## src/rtl/cmd_byte_parser_pkg.sv

```systemverilog
package cmd_byte_parser_pkg;
  localparam int BYTE_W   = 8;
  localparam int MAX_ARGS = 8;
  localparam int CNT_W    = $clog2(MAX_ARGS + 1);

  localparam logic [BYTE_W-1:0] OP_COL   = 8'h15;
  localparam logic [BYTE_W-1:0] OP_ROW   = 8'h75;
  localparam logic [BYTE_W-1:0] OP_REMAP = 8'hA0;

  typedef struct packed {
    logic known;
    logic [CNT_W-1:0] nArgs;
  } opInfo_t;

  typedef struct packed {
    logic passData;
    logic captureOp;
    logic captureArg;
    logic fireCol;
    logic fireRow;
    logic fireRemap;
    logic fireErr;
  } ctlStrobes_t;

  function automatic opInfo_t lookupOp(input logic [BYTE_W-1:0] op);
    opInfo_t r;
    r.known = 1'b1;
    r.nArgs = '0;
    case (op)
      8'h15, 8'h75: r.nArgs = CNT_W'(2);
      8'hA0, 8'h81, 8'hA1, 8'hA2, 8'hA8, 8'hAD,
      8'hB1, 8'hB2, 8'hB3, 8'hBC, 8'hBE, 8'hBF: r.nArgs = CNT_W'(1);
      8'hB8: r.nArgs = CNT_W'(MAX_ARGS);
      8'h84, 8'h85, 8'h86, 8'hA4, 8'hA5, 8'hA6, 8'hA7,
      8'hAE, 8'hAF, 8'hE3, 8'hFF: r.nArgs = '0;
      default: r.known = 1'b0;
    endcase
    return r;
  endfunction
endpackage

```

## src/rtl/cmd_byte_parser_ctrl.sv

```systemverilog
module cmd_byte_parser_ctrl
  import cmd_byte_parser_pkg::*;
(
  input  logic              clk,
  input  logic              rstN,
  input  logic              byteValid,
  input  logic              dataSel,
  input  logic [BYTE_W-1:0] byteIn,
  input  logic [BYTE_W-1:0] opcodeQ,
  output ctlStrobes_t       ctl
);
  logic [CNT_W-1:0] argCnt;
  logic [CNT_W-1:0] argCntD;
  opInfo_t          info;
  logic             isCmd;
  logic             lastArg;

  always_comb begin
    isCmd   = byteValid && !dataSel;
    info    = lookupOp((argCnt == '0) ? byteIn : opcodeQ);
    lastArg = (argCnt != '0) && (argCnt == info.nArgs);
    ctl     = '0;
    argCntD = argCnt;
    if (byteValid && dataSel) ctl.passData = 1'b1;
    if (isCmd) begin
      if (argCnt == '0) begin
        ctl.captureOp = 1'b1;
        ctl.fireErr   = !info.known;
        argCntD       = (info.known && info.nArgs != '0) ? CNT_W'(1) : '0;
      end else begin
        ctl.captureArg = 1'b1;
        if (lastArg) begin
          argCntD       = '0;
          ctl.fireCol   = (opcodeQ == OP_COL);
          ctl.fireRow   = (opcodeQ == OP_ROW);
          ctl.fireRemap = (opcodeQ == OP_REMAP);
        end else begin
          argCntD = argCnt + CNT_W'(1);
        end
      end
    end
  end

  always_ff @(posedge clk) begin
    if (!rstN) argCnt <= '0;
    else       argCnt <= argCntD;
  end
endmodule

```

## src/rtl/cmd_byte_parser_dp.sv

```systemverilog
module cmd_byte_parser_dp
  import cmd_byte_parser_pkg::*;
#(
  parameter int COL_SPAN = 64,
  parameter int ROW_SPAN = 80,
  localparam int COL_W = $clog2(COL_SPAN),
  localparam int ROW_W = $clog2(ROW_SPAN)
) (
  input  logic              clk,
  input  logic              rstN,
  input  logic [BYTE_W-1:0] byteIn,
  input  ctlStrobes_t       ctl,
  output logic [BYTE_W-1:0] opcodeQ,
  output logic              dataStrobe,
  output logic [BYTE_W-1:0] dataByte,
  output logic              colLoad,
  output logic [COL_W-1:0]  colStart,
  output logic [COL_W-1:0]  colEnd,
  output logic              rowLoad,
  output logic [ROW_W-1:0]  rowStart,
  output logic [ROW_W-1:0]  rowEnd,
  output logic              remapLoad,
  output logic [BYTE_W-1:0] remapVal,
  output logic              errPulse,
  output logic [BYTE_W-1:0] errOpcode
);
  logic [BYTE_W-1:0] firstArg;

  function automatic logic [COL_W-1:0] foldCol(input logic [BYTE_W-1:0] v);
    logic [BYTE_W-1:0] m;
    m = v % BYTE_W'(COL_SPAN);
    return m[COL_W-1:0];
  endfunction

  function automatic logic [ROW_W-1:0] foldRow(input logic [BYTE_W-1:0] v);
    logic [BYTE_W-1:0] m;
    m = v % BYTE_W'(ROW_SPAN);
    return m[ROW_W-1:0];
  endfunction

  always_ff @(posedge clk) begin
    if (!rstN) begin
      opcodeQ    <= '0;
      firstArg   <= '0;
      dataStrobe <= 1'b0;
      dataByte   <= '0;
      colLoad    <= 1'b0;
      colStart   <= '0;
      colEnd     <= COL_W'(COL_SPAN - 1);
      rowLoad    <= 1'b0;
      rowStart   <= '0;
      rowEnd     <= ROW_W'(ROW_SPAN - 1);
      remapLoad  <= 1'b0;
      remapVal   <= '0;
      errPulse   <= 1'b0;
      errOpcode  <= '0;
    end else begin
      dataStrobe <= ctl.passData;
      colLoad    <= ctl.fireCol;
      rowLoad    <= ctl.fireRow;
      remapLoad  <= ctl.fireRemap;
      errPulse   <= ctl.fireErr;
      if (ctl.passData)   dataByte <= byteIn;
      if (ctl.captureOp)  opcodeQ  <= byteIn;
      if (ctl.captureOp)  firstArg <= '0;
      if (ctl.captureArg && firstArg == '0 && opcodeQ != '0) firstArg <= byteIn;
      if (ctl.fireCol) begin
        colStart <= foldCol(firstArg);
        colEnd   <= foldCol(byteIn);
      end
      if (ctl.fireRow) begin
        rowStart <= foldRow(firstArg);
        rowEnd   <= foldRow(byteIn);
      end
      if (ctl.fireRemap) remapVal  <= byteIn;
      if (ctl.fireErr)   errOpcode <= byteIn;
    end
  end
endmodule

```

## src/rtl/cmd_byte_parser.sv

```systemverilog
module cmd_byte_parser
  import cmd_byte_parser_pkg::*;
#(
  parameter int COL_SPAN = 64,
  parameter int ROW_SPAN = 80,
  localparam int COL_W = $clog2(COL_SPAN),
  localparam int ROW_W = $clog2(ROW_SPAN)
) (
  input  logic              clk,
  input  logic              rstN,
  input  logic              byteValid,
  input  logic              dataSel,
  input  logic [BYTE_W-1:0] byteIn,
  output logic              dataStrobe,
  output logic [BYTE_W-1:0] dataByte,
  output logic              colLoad,
  output logic [COL_W-1:0]  colStart,
  output logic [COL_W-1:0]  colEnd,
  output logic              rowLoad,
  output logic [ROW_W-1:0]  rowStart,
  output logic [ROW_W-1:0]  rowEnd,
  output logic              remapLoad,
  output logic [BYTE_W-1:0] remapVal,
  output logic              errPulse,
  output logic [BYTE_W-1:0] errOpcode
);
  ctlStrobes_t       ctl;
  logic [BYTE_W-1:0] opcodeQ;

  cmd_byte_parser_ctrl u_ctrl (
    .clk(clk), .rstN(rstN), .byteValid(byteValid), .dataSel(dataSel),
    .byteIn(byteIn), .opcodeQ(opcodeQ), .ctl(ctl)
  );

  cmd_byte_parser_dp #(.COL_SPAN(COL_SPAN), .ROW_SPAN(ROW_SPAN)) u_dp (
    .clk(clk), .rstN(rstN), .byteIn(byteIn), .ctl(ctl), .opcodeQ(opcodeQ),
    .dataStrobe(dataStrobe), .dataByte(dataByte),
    .colLoad(colLoad), .colStart(colStart), .colEnd(colEnd),
    .rowLoad(rowLoad), .rowStart(rowStart), .rowEnd(rowEnd),
    .remapLoad(remapLoad), .remapVal(remapVal),
    .errPulse(errPulse), .errOpcode(errOpcode)
  );
endmodule

```

## config.mk

```make
export PLATFORM = sky130hd
export DESIGN_NAME = cmd_byte_parser
export DESIGN_NICKNAME = d
export VERILOG_FILES = /design/src/rtl/cmd_byte_parser_pkg.sv /design/src/rtl/cmd_byte_parser_ctrl.sv /design/src/rtl/cmd_byte_parser_dp.sv /design/src/rtl/cmd_byte_parser.sv
export SDC_FILE = /design/constraint.sdc
export NUM_CORES = 1
export LEC_CHECK = 0
export ABC_AREA = 0
export CORE_MARGIN = 2
export CORE_UTILIZATION = 45
export DETAILED_ROUTE_END_ITERATION = 7
export HOLD_SLACK_MARGIN = 0.1
export PLACE_DENSITY = 0.74
export REMOVE_ABC_BUFFERS = 1
export SYNTH_ARGS = -nofsm -noshare
export SYNTH_HDL_FRONTEND = slang
export SYNTH_SLANG_ARGS = --single-unit
```

## constraint.sdc

```tcl
create_clock -name clk -period 5.71 [get_ports clk]
set_clock_uncertainty 0.2 [all_clocks]
set_input_delay 1.142 -clock clk [delete_from_list [all_inputs] [get_ports clk]]
set_output_delay 1.142 -clock clk [all_outputs]
set_load 0.02 [all_outputs]
```

==> metrics.md, run 1 <==
| Metric | Value |
|---|---|
| Cell area power density | 246 nW/µm² |
| CTS tree | yes |
| CP endpoint kind | register |
| Sequential share of power | 48.4% |
| Number of buffers added on ports | 66 |
| Share of the synthesized area in the top cell type | 40.7% |
| Relative slew slack | 39.1% |
| Chip height | 94.5 µm |
| Number of setup buffers added after CTS | 0 |
| P_sw | 0.295 mW |
| DR iter-0 viols | 194 |
| Antenna violations before repair | 0 |
| Via density | 5.45 |
| Final nets | 493 |
| Max Cap Violations | 0 |
| Post-synthesis cell area | 3690 µm² |
| Worst-Skew Late Latency | 0.36 ns |
| Post-synth top area cell | dfxtp_1 |
| Cell with the most instances after synthesis | nand2_1 |
| Placer Congestion | 0.969 |
| Hold path cells | 2 |
| Max Clk Rate | 215 MHz |
| Cell repeated most along the worst path | o21ai_0 |
| Yosys reg bits | 75 |
| Delay-heaviest family, CP | simple AND/OR/NAND/NOR gates |
| Via count | 3212 |
| CP cell instances | clkdlybuf4s50_1, or4b_1, o21ai_0, o21ai_0, and4_1, o211ai_1, or4_1, mux2i_1 |
| Post-synthesis sequential area ratio | 40.7% |
| Die width | 94.5 µm |
| WP depth | 8 |
| Worst Path Buf+Inv | 1 |
| Starting Density | 45.5% |
| Max clock buf depth | 2 |
| Leakage | 1.63 nW |
| Fin crit share | 81.5% |
| Min-Delay Path Class | reg -> reg |
| WP data arrival | 4.73 ns |
| Synth async-reset ratio | 0% |
| H-tree levels | 3 |
| Util after Layout | 56.6% |
| Minimum clock period after layout | 4.65 ns |
| Leading post-synthesis cells by cell area | dfxtp_1 (41%), mux2i_1 (12%), nand2_1 (8.9%), nor2b_1 (4.6%), clkbuf_1 (3.1%) |
| Critical path type | in -> reg |
| RSZ-0062 raised after global routing | no |
| Final setup violation count | 0 |
| First-pass GRT wire length | 15.0 mm |
| Internal power | 0.830 mW |
| Ys flop type | dfxtp_1 |
| Net Sw Frac | 26.2% |
| Pins over their slew limit | 0 |
| Logic pwr share | 10.7% |
| DRC | 0 |
| Worst-Margin Slew | 0.909 ns |
| CTS root buf | clkbuf_8 |
| Clock Sinks | 75 |
| Outcome | complete, no violations |
| Core Rows | 33 |
| Core area | 8090 µm² |
| Slowest cell on the critical path | clkdlybuf4s50_1 |
| Io pins | 67 |
| Number of flops mapped to enable cells by yosys | 0 |
| Pre-Repair DR Iteration Count | 4 |
| Largest net degree at the start of global routing | 67 |
| Peak fanout along the critical path | 18 |
| Hold Vio Cnt, Final | 0 |
| Startpoint Class | input port |
| Gr usage total | 21.5% |
| Synth Area per Inst | 8.49 µm² |
| DP HPWL | 6.09 mm |
| Post-CTS sizing | 0 |
| Total CTS buffers | 9 |
| Warnings from Yosys | 0 |
| Area grow syn2layout | 24.2% |
| Worst vdd ir | 0.000226 V |
| Die area | 8930 µm² |
| Data required time of the worst path | 5.79 ns |
| Post-Synthesis Cells | 434 |
| Antenna viol nets, final | 0 |
| # hold bufs at CTS | 0 |
| Synth cell count leaders | nand2_1 (87), dfxtp_1 (75), mux2i_1 (44) |
| Max stage delay on crit path | 0.92 ns |
| Diode count | 0 |
| Clock power frac | 40.9% |
| GRT overflow | 0 |
| Vias in the first global route | 2992 |
| Worst-path clk slew | 0.08 ns |
| Synth cell types | 52 |
| Fill count | 739 |
| Share of cells above drive strength 1 | 5.79% |
| Post-route setup TNS | 0 ns |
| R2R cell count | 9 |
| Avg WL per Cell | 15.3 µm |
| WL final | 9.04 mm |
==> state kept, by name (all words and copies together) (netlist names) <==
name and cells:
u_dp.dataByte 8, u_dp.errOpcode 8, u_dp.firstArg 8, u_dp.opcodeQ 8, u_dp.remapVal 8, u_dp.rowEnd 7
u_dp.rowStart 7, u_dp.colEnd 6, u_dp.colStart 6, u_ctrl.argCnt 4, u_dp.colLoad 1, u_dp.dataStrobe 1
u_dp.errPulse 1, u_dp.remapLoad 1, u_dp.rowLoad 1
==> layout by cell type (no fill, tap or decap), types with 5 or more instances in the layout <==
| cell | count |
|---|---|
| clkdlybuf4s50_1 | 65 |
| a21oi_1 | 9 |
| mux2i_1 | 44 |
| nor2_1 | 11 |
| nor4_1 | 6 |
| xnor2_1 | 5 |
| clkbuf_8 | 9 |
| a22oi_1 | 9 |
| inv_1 | 6 |
| nand3_1 | 17 |
| nor2b_1 | 27 |
| o21ai_0 | 8 |
| dfxtp_1 | 75 |
| a21boi_0 | 14 |
| nand2_1 | 87 |
| o211ai_1 | 5 |
| nand2b_1 | 11 |
| buf_4 | 6 |
| nor3_1 | 9 |
==> worst reg2reg max path, cell delays in order (launching register included) <==
cell	delay, ns
dfxtp_1	0.33
inv_1	0.14
ha_1	0.19
or3b_1	0.55
mux2_4	0.38
a21o_1	0.18
and4_1	0.20
o211ai_1	0.72
or4_1	0.73
mux2i_1	0.27
==> worst paths after layout <==
kind / startpoint / to / slack (ns)
worst min-delay path: u_dp.colStart[2] / u_dp.colStart[2] / 0.26
worst min register to register: u_dp.colStart[2] / u_dp.colStart[2] / 0.26
worst max register to register: u_ctrl.argCnt[0] / u_dp.rowStart[2] / 1.75
worst max-delay path: byteIn[5] / u_dp.rowStart[2] / 1.06
==> power groups by stage <==
stage / combinational, mW / clock [mW] / sequential (mW)
5_1_grt: 0.132 / 0.491 / 0.546
3_3_place_gp: 0.119 / 0 / 0.556
3_5_place_dp: 0.119 / 0 / 0.557
6_report: 0.120 / 0.461 / 0.544
4_1_cts: 0.120 / 0.468 / 0.544
2_1_floorplan: 0.0548 / 0 / 0.561
==> through the flow <==
stage	hold slack, ns	cells	worst slack (ns)	total power [mW]	cell area (µm²)
floorplan	0.270	396	2.02	0.616	3520
global placement	0.241	573	0.852	0.674	4360
CTS	0.260	589	1.11	1.13	4580
detailed placement	0.249	573	0.742	0.676	4360
global route	0.275	589	0.867	1.17	4580
finish	0.256	589	1.06	1.13	4580
==> final cells by class <==
cell class                      instances  area (µm²)  share of cell area (%)
Inverter                                7        26.3                   0.574
Clock inverter                          7         100                    2.19
Timing Repair Buffer                   72         701                    15.3
Clock buffer                            9         124                    2.70
Tap cell                              105         131                    2.87
Sequential cell                        75        1500                    32.8
Multi-Input combinational cell        314        2000                    43.6
==> cells by family (layout without fill, tap and decap cells) <==
| kind of cell | Yosys count | after routing | synth area share [%] |
|---|---|---|---|
| flops | 75 | 75 | 40.7 |
| compound gates | 60 | 60 | 11.2 |
| xor+xnor | 9 | 9 | 2.14 |
| fa+ha+maj | 2 | 2 | 0.679 |
| mux | 46 | 46 | 12.7 |
| buf+inv | 45 | 95 | 5.13 |
| simple gates | 197 | 197 | 27.5 |
==> per-layer routing <==
layer / routed length, µm / track usage [%] / up-vias
met5: 0 / 0 / -
met4: 101 / 6.04 / 0
met3: 601 / 6.30 / 10
met2: 4170 / 32.5 / 112
met1: 4160 / 29.8 / 1505
li1: - / - / 1585
Note: power is estimated with default switching activity, not from simulation.
==> run 2: changes to the inputs <==
--- a/config.mk
+++ b/config.mk
@@ -10,7 +10,7 @@
 export CORE_UTILIZATION = 45
 export DETAILED_ROUTE_END_ITERATION = 7
 export HOLD_SLACK_MARGIN = 0.1
-export PLACE_DENSITY = 0.74
+export PLACE_DENSITY = 0.77
 export REMOVE_ABC_BUFFERS = 1
 export SYNTH_ARGS = -nofsm -noshare
 export SYNTH_HDL_FRONTEND = slang
==> constraint.sdc (replaced) <==
create_clock -name clk -period 4.1 [get_ports clk]
set_clock_uncertainty 0.2 [all_clocks]
set_input_delay 0.82 -clock clk [delete_from_list [all_inputs] [get_ports clk]]
set_output_delay 0.82 -clock clk [all_outputs]
set_load 0.02 [all_outputs]
==> metrics.md, run 2 (same netlist as run 1, synthesis figures left out) <==
| Metric | Value |
|---|---|
| CTS tree | yes |
| Overall Power | 1.46 mW (+30%) |
| Via count | 3293 (+2.5%) |
| Slowest cell on the critical path | clkdlybuf4s50_1 |
| CTS root buf | clkbuf_8 |
| First-pass GRT wire length | 15.6 mm (+3.9%) |
| Diode count | 0 (unchanged) |
| Final nets | 507 (+2.8%) |
| Worst-Skew Late Latency | 0.36 ns (about the same) |
| Io pins | 67 (unchanged) |
| DR iter-0 viols | 185 (-4.6%) |
| Fill count | 758 (+2.6%) |
| Max clock buf depth | 2 (unchanged) |
| Largest net degree at the start of global routing | 36 (-46%) |
| Most frequent cells in the layout | nand2_1 (87), dfxtp_1 (75), clkdlybuf4s50_1 (65) |
| Share of cells above drive strength 1 | 8.23% (+2.4 points) |
| RSZ-0062 raised after global routing | no |
| Cell Area, Placed | 4460 µm² (+2.4%) |
| CP cell instances | clkdlybuf4s50_1, or3_1, nor4_1, o21ai_0, xnor2_1, o211ai_1, or4_1, buf_4, mux2i_1 |
| Util after Layout | 57.3% (+0.74 points) |
| Antenna viol nets, final | 0 (unchanged) |
| Pins over their slew limit | 0 (unchanged) |
| Die area | 8930 µm² (unchanged) |
| Fin crit share | 84.4% |
| GRT overflow | 0 (unchanged) |
| Hold Vio Cnt, Final | 0 (unchanged) |
| Worst-Margin Slew | 0.827 ns (-0.0826 ns) |
| Vias in the first global route | 3155 (+5.4%) |
| WP data arrival | 3.50 ns (-1.23 ns) |
| Clock Sinks | 75 (unchanged) |
| Core area | 8090 µm² (unchanged) |
| Pre-Repair DR Iteration Count | 5 (+1) |
| DP HPWL | 6.76 mm (+11%) |
| Die width | 94.5 µm (unchanged) |
| Post-route setup TNS | 0 ns (unchanged) |
| Min-Delay Path Class | reg -> reg |
| Critical path type | in -> reg |
| Via density | 5.46 (+0.14%) |
| Chip height | 94.5 µm (unchanged) |
| Worst vdd ir | 0.000158 V (-30%) |
| Minimum clock period after layout | 3.46 ns |
| Most common cell after layout, fill and taps aside | nand2_1 |
| Data required time of the worst path | 4.14 ns (-1.65 ns) |
| Max stage delay on crit path | 0.58 ns (-0.34 ns) |
| DRC | 0 (unchanged) |
| Peak fanout along the critical path | 8 (-10) |
| WL final | 9.43 mm (+4.4%) |
| Antenna violations before repair | 0 (unchanged) |
| Worst-path clk slew | 0.08 ns (about the same) |
| Leakage | 1.68 nW (+2.8%) |
| Design area | 4640 µm² (+1.3%) |
| Starting Density | 45.5% (unchanged) |
| Outcome | complete, no violations |
| Multi-input combinational cell area | 2000 µm² (unchanged) |
| Startpoint Class | input port |
| Relative slew slack | 44.8% (+5.7 points) |
| Avg WL per Cell | 15.6 µm (+2.0%) |
| Cell area power density | 315 nW/µm² (+28%) |
| Gr usage total | 22.4% (+0.89 points) |
| Total CTS buffers | 9 (unchanged) |
| Number of buffers added on ports | 66 (unchanged) |
| H-tree levels | 3 (unchanged) |
| Area grow syn2layout | 25.9% |
| # hold bufs at CTS | 0 (unchanged) |
| CP endpoint kind | register |
| Max Cap Violations | 0 (unchanged) |
| Core Rows | 33 (unchanged) |
| Max Clk Rate | 289 MHz |
| Number of setup buffers added after CTS | 0 (unchanged) |
| Final setup violation count | 0 (unchanged) |
| Placer Congestion | 0.947 (-2.3%) |
| Post-CTS sizing | 0 (unchanged) |
| Fin Hold WS | 0.259 ns (+0.00311 ns) |
| Register area | 1500 µm² (unchanged) |
[run 2: layer usage]
layer / part of all wire [%] / up-vias / global-route usage, %
li1: - / 1611 / -
met1: 45 / 1544 / 29.3
met2: 47 / 120 / 35.9
met3: 5.8 / 18 / 5.27
met4: 2.1 / 0 / 8.45
met5: 0 / - / 0
[run 2: power by group]
part | internal (mW) | switching [mW] | leakage [nW] | total (mW)
Combinational | 0.0741 | 0.104 | 0.983 | 0.178
Clock | 0.238 | 0.287 | 0.0859 | 0.525
Sequential | 0.742 | 0.0162 | 0.608 | 0.758
Total | 1.05 | 0.407 | 1.68 | 1.46
[run 2: stage by stage]
step                cells  worst slack, ns
detailed placement    587            0.304
floorplan             396            0.593
global placement      587            0.337
global route          603            0.378
CTS                   603            0.687
finish                603            0.640
[run 2: path summary, 6_finish.rpt]
| path | from | end | slack, ns | cells past startpoint |
|---|---|---|---|---|
| hold reg to reg | u_dp.colStart[0] | u_dp.colStart[0] | 0.26 | 2 |
| hold / removal | u_dp.colStart[0] | u_dp.colStart[0] | 0.26 | 2 |
| setup / recovery | byteIn[1] | u_dp.rowStart[1] | 0.64 | 9 |
| setup reg to reg | u_ctrl.argCnt[0] | u_dp.errOpcode[4] | 0.70 | 9 |
[run 2: layout make-up]
type,instances,share of cell area (%)
Multi-Input combinational cell,314,43.0
Timing Repair Buffer,86,17.4
Sequential cell,75,32.4
Tap cell,105,2.83
Inverter,7,0.566
Clock buffer,11,3.05
Clock inverter,5,0.809
[run 2: worst max-delay path: cells and delay by family]
family / cells / cell delay, ns
xor gates and xnor gates: 1 / 0.18
buffers and inverters: 2 / 0.79
and+or+nand+nor: 3 / 1.29
AOI/OAI and AO/OA: 2 / 0.29
muxes: 1 / 0.13
